$ cat src/rtl/vtg_pkg.sv
package vtg_pkg;

  // Frame geometry selector values.
  typedef enum logic {
    GEOM_60 = 1'b0,
    GEOM_50 = 1'b1
  } geom_e;

  // Width of a counter that holds 0..n-1, never less than one bit.
  function automatic int cw(input int n);
    return (n <= 2) ? 1 : $clog2(n);
  endfunction

  function automatic int imax(input int a, input int b);
    return (a > b) ? a : b;
  endfunction

endpackage

$ cat src/rtl/vtg_rst_sync.sv
module vtg_rst_sync (
  input  logic clk,
  input  logic arst_n,
  output logic srst_n
);

  logic [1:0] stage_q;

  // Assert at once, release after two clean edges.
  always_ff @(posedge clk or negedge arst_n) begin
    if (!arst_n) stage_q <= 2'b00;
    else         stage_q <= {stage_q[0], 1'b1};
  end

  assign srst_n = stage_q[1];

endmodule

$ cat src/rtl/vtg_clk_div.sv
module vtg_clk_div #(
  parameter int DIV = 4
) (
  input  logic clk,
  input  logic rst_n,
  output logic tick
);

  localparam int CW = vtg_pkg::cw(DIV);
  localparam logic [CW-1:0] LAST = CW'(DIV - 1);

  logic [CW-1:0] cnt_q;
  logic [CW-1:0] cnt_d;

  always_comb begin
    if (cnt_q == LAST) cnt_d = '0;
    else               cnt_d = cnt_q + 1'b1;
  end

  always_ff @(posedge clk or negedge rst_n) begin
    if (!rst_n) cnt_q <= '0;
    else        cnt_q <= cnt_d;
  end

  // Gated by reset so no pulse leaks while the block is held.
  assign tick = rst_n && (cnt_q == '0);

  // Independent spacing monitor for the enable output.
  generate
    if (DIV > 1) begin : g_spacing_chk
      logic [CW-1:0] gap_q;
      logic          seen_q;
      always_ff @(posedge clk or negedge rst_n) begin
        if (!rst_n) begin
          gap_q  <= '0;
          seen_q <= 1'b0;
        end else if (tick) begin
          gap_q  <= '0;
          seen_q <= 1'b1;
        end else begin
          gap_q  <= gap_q + 1'b1;
        end
      end

      // pulses are exactly DIV cycles apart
      p_tick_spacing_r1_r2: assert property (@(posedge clk) disable iff (!rst_n)
        (tick && seen_q) |-> (gap_q == LAST));

      // a pulse is a single cycle wide
      p_tick_single_r1_r2: assert property (@(posedge clk) disable iff (!rst_n)
        tick |=> !tick);
    end
  endgenerate

endmodule

$ cat src/rtl/vtg_raster.sv
module vtg_raster #(
  parameter int LINE_PIX   = 228,
  parameter int LINES_60HZ = 262,
  parameter int LINES_50HZ = 312,
  localparam int HW = vtg_pkg::cw(LINE_PIX),
  localparam int VW = vtg_pkg::cw(vtg_pkg::imax(LINES_60HZ, LINES_50HZ))
) (
  input  logic            clk,
  input  logic            rst_n,
  input  logic            pix_en,
  input  vtg_pkg::geom_e  geom_in,
  output logic [HW-1:0]   h_pos,
  output logic [VW-1:0]   v_pos,
  output logic            sol,
  output logic            sof
);

  import vtg_pkg::*;

  localparam logic [HW-1:0] H_LAST   = HW'(LINE_PIX - 1);
  localparam logic [VW-1:0] V_LAST60 = VW'(LINES_60HZ - 1);
  localparam logic [VW-1:0] V_LAST50 = VW'(LINES_50HZ - 1);

  logic [HW-1:0] h_q, h_d;
  logic [VW-1:0] v_q, v_d;
  geom_e         geom_q, geom_d;
  logic          h_last, v_last;

  assign h_last = (h_q == H_LAST);
  assign v_last = (geom_q == GEOM_50) ? (v_q == V_LAST50) : (v_q == V_LAST60);

  assign sol = pix_en && (h_q == '0);
  assign sof = sol && (v_q == '0);

  always_comb begin
    h_d    = h_q;
    v_d    = v_q;
    geom_d = geom_q;
    if (sof) geom_d = geom_in;
    if (pix_en) begin
      if (h_last) begin
        h_d = '0;
        if (v_last) v_d = '0;
        else        v_d = v_q + 1'b1;
      end else begin
        h_d = h_q + 1'b1;
      end
    end
  end

  always_ff @(posedge clk or negedge rst_n) begin
    if (!rst_n) begin
      h_q    <= '0;
      v_q    <= '0;
      geom_q <= GEOM_60;
    end else begin
      h_q    <= h_d;
      v_q    <= v_d;
      geom_q <= geom_d;
    end
  end

  assign h_pos = h_q;
  assign v_pos = v_q;

  // horizontal counter wraps to pixel 0 after the last pixel
  p_hwrap_r3: assert property (@(posedge clk) disable iff (!rst_n)
    (pix_en && (h_q == H_LAST)) |=> (h_q == '0));

  // position holds between pixel enables
  p_hold_r3: assert property (@(posedge clk) disable iff (!rst_n)
    !pix_en |=> ($stable(h_q) && $stable(v_q)));

  // frame ends on the line count of the sampled geometry
  p_frame_wrap_r6: assert property (@(posedge clk) disable iff (!rst_n)
    (pix_en && h_last && (geom_q == GEOM_60) && (v_q == V_LAST60)) |=> (v_q == '0));

  // sampled geometry only changes just after a frame start
  p_geom_hold_r8: assert property (@(posedge clk) disable iff (!rst_n)
    !$stable(geom_q) |-> $past(sof));

endmodule

$ cat src/rtl/vtg_decode.sv
module vtg_decode #(
  parameter int HW        = 8,
  parameter int VW        = 9,
  parameter int H_START   = 24,
  parameter int COLS      = 22,
  parameter int CELL_W    = 8,
  parameter int CELL_H    = 8,
  parameter int HS_GAP    = 8,
  parameter int HS_LEN    = 16,
  parameter int V_START   = 28,
  parameter int ACT_LINES = 184,
  parameter int VS_GAP    = 4,
  parameter int VS_LEN    = 3,
  localparam int COL_W = vtg_pkg::cw(COLS),
  localparam int ROW_W = vtg_pkg::cw(ACT_LINES / CELL_H),
  localparam int PX_W  = vtg_pkg::cw(CELL_W),
  localparam int LN_W  = vtg_pkg::cw(CELL_H)
) (
  input  logic [HW-1:0]    h_pos,
  input  logic [VW-1:0]    v_pos,
  output logic             hsync,
  output logic             vsync,
  output logic             active,
  output logic [COL_W-1:0] char_col,
  output logic [ROW_W-1:0] char_row,
  output logic [PX_W-1:0]  cell_px,
  output logic [LN_W-1:0]  cell_line
);

  localparam int H_END  = H_START + COLS * CELL_W;
  localparam int HS_BEG = H_END + HS_GAP;
  localparam int V_END  = V_START + ACT_LINES;
  localparam int VS_BEG = V_END + VS_GAP;

  localparam logic [HW-1:0] H_ST  = HW'(H_START);
  localparam logic [HW-1:0] H_EN  = HW'(H_END);
  localparam logic [HW-1:0] HS_B  = HW'(HS_BEG);
  localparam logic [HW-1:0] HS_E  = HW'(HS_BEG + HS_LEN);
  localparam logic [VW-1:0] V_ST  = VW'(V_START);
  localparam logic [VW-1:0] V_EN  = VW'(V_END);
  localparam logic [VW-1:0] VS_B  = VW'(VS_BEG);
  localparam logic [VW-1:0] VS_E  = VW'(VS_BEG + VS_LEN);

  logic          h_act, v_act;
  logic [HW-1:0] h_off;
  logic [VW-1:0] v_off;

  always_comb begin
    h_act  = (h_pos >= H_ST) && (h_pos < H_EN);
    v_act  = (v_pos >= V_ST) && (v_pos < V_EN);
    active = h_act && v_act;
    hsync  = (h_pos >= HS_B) && (h_pos < HS_E);
    vsync  = (v_pos >= VS_B) && (v_pos < VS_E);
    h_off  = h_pos - H_ST;
    v_off  = v_pos - V_ST;
    if (active) begin
      char_col  = COL_W'(h_off / HW'(CELL_W));
      cell_px   = PX_W'(h_off % HW'(CELL_W));
      char_row  = ROW_W'(v_off / VW'(CELL_H));
      cell_line = LN_W'(v_off % VW'(CELL_H));
    end else begin
      char_col  = '0;
      cell_px   = '0;
      char_row  = '0;
      cell_line = '0;
    end
  end

endmodule

$ cat src/rtl/vtg_top.sv
module vtg_top #(
  parameter int PIX_DIV    = 4,
  parameter int BUS_DIV    = 14,
  parameter int LINE_PIX   = 228,
  parameter int H_START    = 24,
  parameter int COLS       = 22,
  parameter int CELL_W     = 8,
  parameter int CELL_H     = 8,
  parameter int HS_GAP     = 8,
  parameter int HS_LEN     = 16,
  parameter int LINES_60HZ = 262,
  parameter int LINES_50HZ = 312,
  parameter int V_START    = 28,
  parameter int ACT_LINES  = 184,
  parameter int VS_GAP     = 4,
  parameter int VS_LEN     = 3,
  localparam int COL_W = vtg_pkg::cw(COLS),
  localparam int ROW_W = vtg_pkg::cw(ACT_LINES / CELL_H),
  localparam int PX_W  = vtg_pkg::cw(CELL_W),
  localparam int LN_W  = vtg_pkg::cw(CELL_H)
) (
  input  logic             clk,
  input  logic             rst_n,
  input  logic             geom_sel,
  output logic             pix_en,
  output logic             bus_en,
  output logic             line_start,
  output logic             frame_start,
  output logic             hsync,
  output logic             vsync,
  output logic             blank,
  output logic             active,
  output logic [COL_W-1:0] char_col,
  output logic [ROW_W-1:0] char_row,
  output logic [PX_W-1:0]  cell_px,
  output logic [LN_W-1:0]  cell_line
);

  localparam int HW = vtg_pkg::cw(LINE_PIX);
  localparam int VW = vtg_pkg::cw(vtg_pkg::imax(LINES_60HZ, LINES_50HZ));

  logic          srst_n;
  logic [HW-1:0] h_pos;
  logic [VW-1:0] v_pos;

  vtg_rst_sync u_rst (
    .clk    (clk),
    .arst_n (rst_n),
    .srst_n (srst_n)
  );

  vtg_clk_div #(.DIV(PIX_DIV)) u_pix_div (
    .clk   (clk),
    .rst_n (srst_n),
    .tick  (pix_en)
  );

  vtg_clk_div #(.DIV(BUS_DIV)) u_bus_div (
    .clk   (clk),
    .rst_n (srst_n),
    .tick  (bus_en)
  );

  vtg_raster #(
    .LINE_PIX   (LINE_PIX),
    .LINES_60HZ (LINES_60HZ),
    .LINES_50HZ (LINES_50HZ)
  ) u_raster (
    .clk     (clk),
    .rst_n   (srst_n),
    .pix_en  (pix_en),
    .geom_in (vtg_pkg::geom_e'(geom_sel)),
    .h_pos   (h_pos),
    .v_pos   (v_pos),
    .sol     (line_start),
    .sof     (frame_start)
  );

  vtg_decode #(
    .HW        (HW),
    .VW        (VW),
    .H_START   (H_START),
    .COLS      (COLS),
    .CELL_W    (CELL_W),
    .CELL_H    (CELL_H),
    .HS_GAP    (HS_GAP),
    .HS_LEN    (HS_LEN),
    .V_START   (V_START),
    .ACT_LINES (ACT_LINES),
    .VS_GAP    (VS_GAP),
    .VS_LEN    (VS_LEN)
  ) u_decode (
    .h_pos     (h_pos),
    .v_pos     (v_pos),
    .hsync     (hsync),
    .vsync     (vsync),
    .active    (active),
    .char_col  (char_col),
    .char_row  (char_row),
    .cell_px   (cell_px),
    .cell_line (cell_line)
  );

  assign blank = !active;

  // sync pulses lie inside blanking
  p_sync_in_blank_r5: assert property (@(posedge clk) disable iff (!srst_n)
    (hsync || vsync) |-> blank);

  // cell coordinates rest at zero outside the window
  p_idle_coords_r7: assert property (@(posedge clk) disable iff (!srst_n)
    !active |-> ((char_col == '0) && (cell_px == '0) && (char_row == '0) && (cell_line == '0)));

  // column index stays inside the window width
  p_col_bound_r7: assert property (@(posedge clk) disable iff (!srst_n)
    active |-> (char_col < COL_W'(COLS)));

  // frame strobe coincides with a line strobe and a pixel enable
  p_sof_aligned_r6: assert property (@(posedge clk) disable iff (!srst_n)
    frame_start |-> (pix_en && line_start));

  // line strobe only with a pixel enable
  p_sol_aligned_r3: assert property (@(posedge clk) disable iff (!srst_n)
    line_start |-> pix_en);

endmodule

$ cat config.mk
export PLATFORM = sky130hd
export DESIGN_NAME = vtg_top
export DESIGN_NICKNAME = d
export VERILOG_FILES = /design/src/rtl/vtg_pkg.sv /design/src/rtl/vtg_rst_sync.sv /design/src/rtl/vtg_clk_div.sv /design/src/rtl/vtg_raster.sv /design/src/rtl/vtg_decode.sv /design/src/rtl/vtg_top.sv
export SDC_FILE = /design/constraint.sdc
export NUM_CORES = 1
export LEC_CHECK = 0
export BUFFER_PORTS_ARGS = -buffer_cell sky130_fd_sc_hd__buf_2
export CORE_ASPECT_RATIO = 1.4
export CORE_MARGIN = 2
export CORE_UTILIZATION = 51
export CTS_CLUSTER_SIZE = 14
export DETAILED_ROUTE_END_ITERATION = 10
export PLACE_DENSITY = 0.74
export SLEW_MARGIN = 20
export SYNTH_ARGS = -nofsm -noshare
export SYNTH_HDL_FRONTEND = slang
export SYNTH_HIERARCHICAL = 1
export SYNTH_SLANG_ARGS = --single-unit
$ cat constraint.sdc
create_clock -name clk -period 1.85 [get_ports clk]
set_clock_uncertainty 0.1 [all_clocks]
set_input_delay 0.0925 -clock clk [delete_from_list [all_inputs] [get_ports clk]]
set_output_delay 0.0925 -clock clk [all_outputs]
set_load 0.05 [all_outputs]
==> impl_metrics.toml, run 1 <==
[logic_synthesis]
avgSynthCellArea_um2 = 9.55
synthTopCellsByCount = "26 x dfrtp_1, 15 x inv_1, 14 x nor4_1, 12 x nand2_1"
synth_edf_count = 0
yosysMostFrequentCell = "dfrtp_1"
synth_top_area_share_pct = 36.0
syn_area_um2 = 1810
synth_ff_type = "dfrtp_1"
async_reset_ff_share_pct = 100
yosysSeqAreaShare_pct = 36.0
synth_cell_types = 55
synth-seq-cells = 26
synth_top_area_cell = "dfrtp_1"
ys_warn_count = 6
synth_nets = 202
postSynthCellCount = 189
synthTopCellsByArea = "dfrtp_1 36%, ha_1 6.9%, nor4_1 4.9%"

[placement]
io_buffers = 26
place.gp.congestion = 0.994
dp_hpwl_um = 3650
place_ws_ns = -0.221

[sta]
crit_endpoint = "cell_line[0]"
worst_endpoint_kind = "primary output"

[cts]
cts_sinks = 26
htree_levels = 1
cts.path.max_buffers = 2
cts_root_buffer = "clkbuf_8"
cts_made_buffers = 3

[outcome]
haltStage = "global routing"
status = "stopped before the end"
tool.error = "[ERROR DPL-0038] Utilization greater than 100%, impossible to legalize"

[floorplan]
num_io_pins = 27
fp.dieH_um = 74.4
initial_core_util_pct = 53.4
fp-row-count = 25
die_width_um = 54.3

[global_route]
grt_max_degree = 26
## through the flow
step | instance area [um^2] | instances | hold slack (ns) | setup TNS (ns) | util (%)
global placement | 2620 | 295 | -0.224 | -2.50 | 77.6
detailed placement | 2620 | 295 | -0.222 | -3.65 | 77.6
floorplan | 2120 | 189 | -0.303 | -9.76 | -
CTS | 3110 | 327 | 0.0184 | -6.57 | 92.0
## repair_timing
action,in CTS
setup buffers,27
hold endpoints to repair,3
resized for setup,55
setup endpoints to repair,28
cloned,0
hold buffers,2
pin swaps,14
## cells by family after synthesis
| kind of cell | share of synthesized area, % |
|---|---|
| AO/OA/AOI/OAI | 12.6 |
| XOR/XNOR | 6.79 |
| adder cells (fa/ha/maj) | 6.93 |
| buffers and inverters | 5.27 |
| flip-flops | 36.0 |
| multiplexers | 2.63 |
| other | 0.208 |
| AND/OR/NAND/NOR | 29.5 |
==> inputs of run 2 (changes only) <==
--- a/config.mk
+++ b/config.mk
@@ -6,12 +6,10 @@
 export NUM_CORES = 1
 export LEC_CHECK = 0
 export BUFFER_PORTS_ARGS = -buffer_cell sky130_fd_sc_hd__buf_2
-export CORE_ASPECT_RATIO = 1.4
 export CORE_MARGIN = 2
-export CORE_UTILIZATION = 51
-export CTS_CLUSTER_SIZE = 14
+export CORE_UTILIZATION = 40
 export DETAILED_ROUTE_END_ITERATION = 10
-export PLACE_DENSITY = 0.74
+export PLACE_DENSITY_LB_ADDON = 0.15
 export SLEW_MARGIN = 20
 export SYNTH_ARGS = -nofsm -noshare
 export SYNTH_HDL_FRONTEND = slang
==> constraint.sdc (replaced) <==
create_clock -name clk -period 2.4 [get_ports clk]
set_clock_uncertainty 0.1 [all_clocks]
set_input_delay 0.12 -clock clk [delete_from_list [all_inputs] [get_ports clk]]
set_output_delay 0.12 -clock clk [all_outputs]
set_load 0.05 [all_outputs]
==> impl_metrics.toml, run 2 <==
[outcome]
status = "completed"

[logic_synthesis]
ys_warn_count = 6
synthMuxAreaShare_pct = 2.63
synth_top_area_cell = "dfrtp_1"
synth-adder-area-share_pct = 6.93
postSynthCellCount = 189
yosysMostFrequentCell = "dfrtp_1"
synth_edf_count = 0
synthTopCellsByCount = "26 x dfrtp_1, 15 x inv_1, 14 x nor4_1, 12 x nand2_1"
async_reset_ff_share_pct = 100
syn_area_um2 = 1810
synth_compound_area_share_pct = 12.6
synthSimpleGateAreaFrac_pct = 29.5
synth_nets = 202
synthTopCellsByArea = "dfrtp_1 36%, ha_1 6.9%, nor4_1 4.9%"
synth_top_area_share_pct = 36.0
synthXorXnorAreaFrac_pct = 6.79
yosysSeqAreaShare_pct = 36.0
synth_ff_type = "dfrtp_1"
synth-seq-cells = 26
synth_top_family_by_area = "simple AND/OR/NAND/NOR gates"
synth_cell_types = 55
avgSynthCellArea_um2 = 9.55

[cts]
htree_levels = 1
clkLatencyLatePin_ns = 0.27
cts_root_buffer = "clkbuf_8"
cts_tree = "yes"
clkTransAtPathRegs_ns = 0.09
cts.path.max_buffers = 2
cts_made_buffers = 3
cts_sinks = 26

[sta]
finalCritPeriodShare_pct = 97.3
timing_worst_slew_pin_value_ns = 0.514
slew_violations = 0
setup_tns_ns = 0
final-setup-viol-count = 0
rsz0062_at_grt = "yes"
hold_viol = 0
fmax_ghz = 0.428
final.min_clock_period_ns = 2.34
relSlewSlack_pct = 65.6

[placement]
dp_hpwl_um = 3210
io_buffers = 26
place.gp.congestion = 0.849
placed_area_um2 = 2180

[layout]
area_growth_pct = 28.7
fin_area_um2 = 2320
final_cell_mix = "19 x buf_4, 19 x dfrtp_1, 18 x buf_2"
fillCellCount = 398
drive_above_1_share_pct = 33.0
n_antenna_cell = 0
multi_input_area_um2 = 1180
seq_area_um2 = 662
largest_reg_flops = 9
nets = 244

[power_and_ir_drop]
p_leak_nw = 0.968
ir_worst_vdd_v = 0.000617
p_per_area_nw_per_um2 = 444

[global_route]
antenna_found_initial = 0
grt_max_degree = 26
grt_pass1_wl_um = 7570
grt-ovfl-total = 0
globalRouteTotalUtil_pct = 18.3
grt_pass1_vias = 1590

[route]
wire_per_inst_um = 15.8
viasPerCell = 5.81
drtIter0Drc = 131
first_pass_iters = 4
routed_wirelength_um = 4450
vias = 1639
drcViolationCount = 0
ant_nets = 0

[floorplan]
fp-row-count = 24
die_area_um2 = 5070
die_width_um = 71.2
num_io_pins = 27
initial_core_util_pct = 41.5
core_um2 = 4350
fp.dieH_um = 71.2

[setup_path]
worstSetupPathType = "reg2out"
cpPeakStageDelay_ns = 0.53
required_ns = 2.18
worst_setup_path_end_kind = "output port"
start_kind = "flip-flop"
path_buf_inv = 2
critPathArrivalTime_ns = 2.12
crit_fanout = 14
cp_slowest_cell = "dfrtp_1"
worstPathCellList = "ha_1 > a21oi_4 > buf_12 > nor4_1 > buf_2"
critPathTopFamily = "flip-flops"

[hold_path]
min_path_type = "in2async"

[job]
maxCapViolCount = 0
## run 2: routing by layer
layer,GRT usage (%),wire (um),share of wire (%)
met3,3.70,154,3.5
met5,0,0,0
met1,22.0,1900,43
met4,3.56,51,1.1
met2,33.7,2350,53
## run 2: worst paths after layout
check / start / endpoint / slack (ns) / cells after the start
setup / recovery: u_raster/h_pos[4] / cell_line[2] / 0.06 / 5
hold / removal: rst_n / u_rst/stage_q[1] / 0.05 / 2
setup reg to reg: u_raster/h_pos[0] / u_raster/v_pos[5] / 0.18 / 6
hold reg to reg: u_rst/stage_q[1] / u_pix_div/cnt_q[1] / 0.21 / 1
max in group asynchronous: u_rst/stage_q[1] / u_raster/v_pos[3] / 1.73 / 1
min in group clk: u_rst/stage_q[0] / u_rst/stage_q[1] / 0.26 / 0
## run 2: area by class of cell
type / instances / area share, %
multi-input combinational: 142 / 50.9
tap: 52 / 2.80
inverter: 15 / 2.42
sequential: 26 / 28.5
clock buffer: 4 / 1.94
timing repair buffer: 43 / 13.4
## run 2: logic make-up after synthesis
kind of cell / Yosys count
AO/OA/AOI/OAI: 32
XOR/XNOR: 14
adder cells (fa/ha/maj): 10
buffers and inverters: 21
flip-flops: 26
multiplexers: 4
other: 1
AND/OR/NAND/NOR: 81
## run 2: where the power goes
group | internal, W | total [W] | switching [W]
sequential | 0.000471 | 0.000532 | 0.0000608
combinational | 0.000102 | 0.000246 | 0.000144
clock | 0.000119 | 0.000254 | 0.000135
total | 0.000692 | 0.00103 | 0.000340
## run 2: timing repair
action                                 in CTS  in global routing
resized for setup                           4                 21
setup endpoints to repair                   3                 18
gates cloned                                0                  0
hold buffers                                2                  0
buffers inserted                            0                  1
pin swaps                                   0                  2
endpoints found under the hold margin       3                  0
## run 2: per-stage QoR
stage	hold slack, ns	setup slack, ns	utilization, %	power, W	instances
after global placement	-0.196	0.299	50.2	0.000747	275
final	0.0548	0.0636	53.4	0.00103	282
after CTS	0.0512	0.00286	52.1	0.00103	281
after detailed placement	-0.190	0.231	50.2	0.000760	275
after floorplan	-0.276	-0.579	-	0.000691	189
after global routing	0.0549	-0.0225	53.4	0.00109	282
Power figures use the tool's default switching activity.
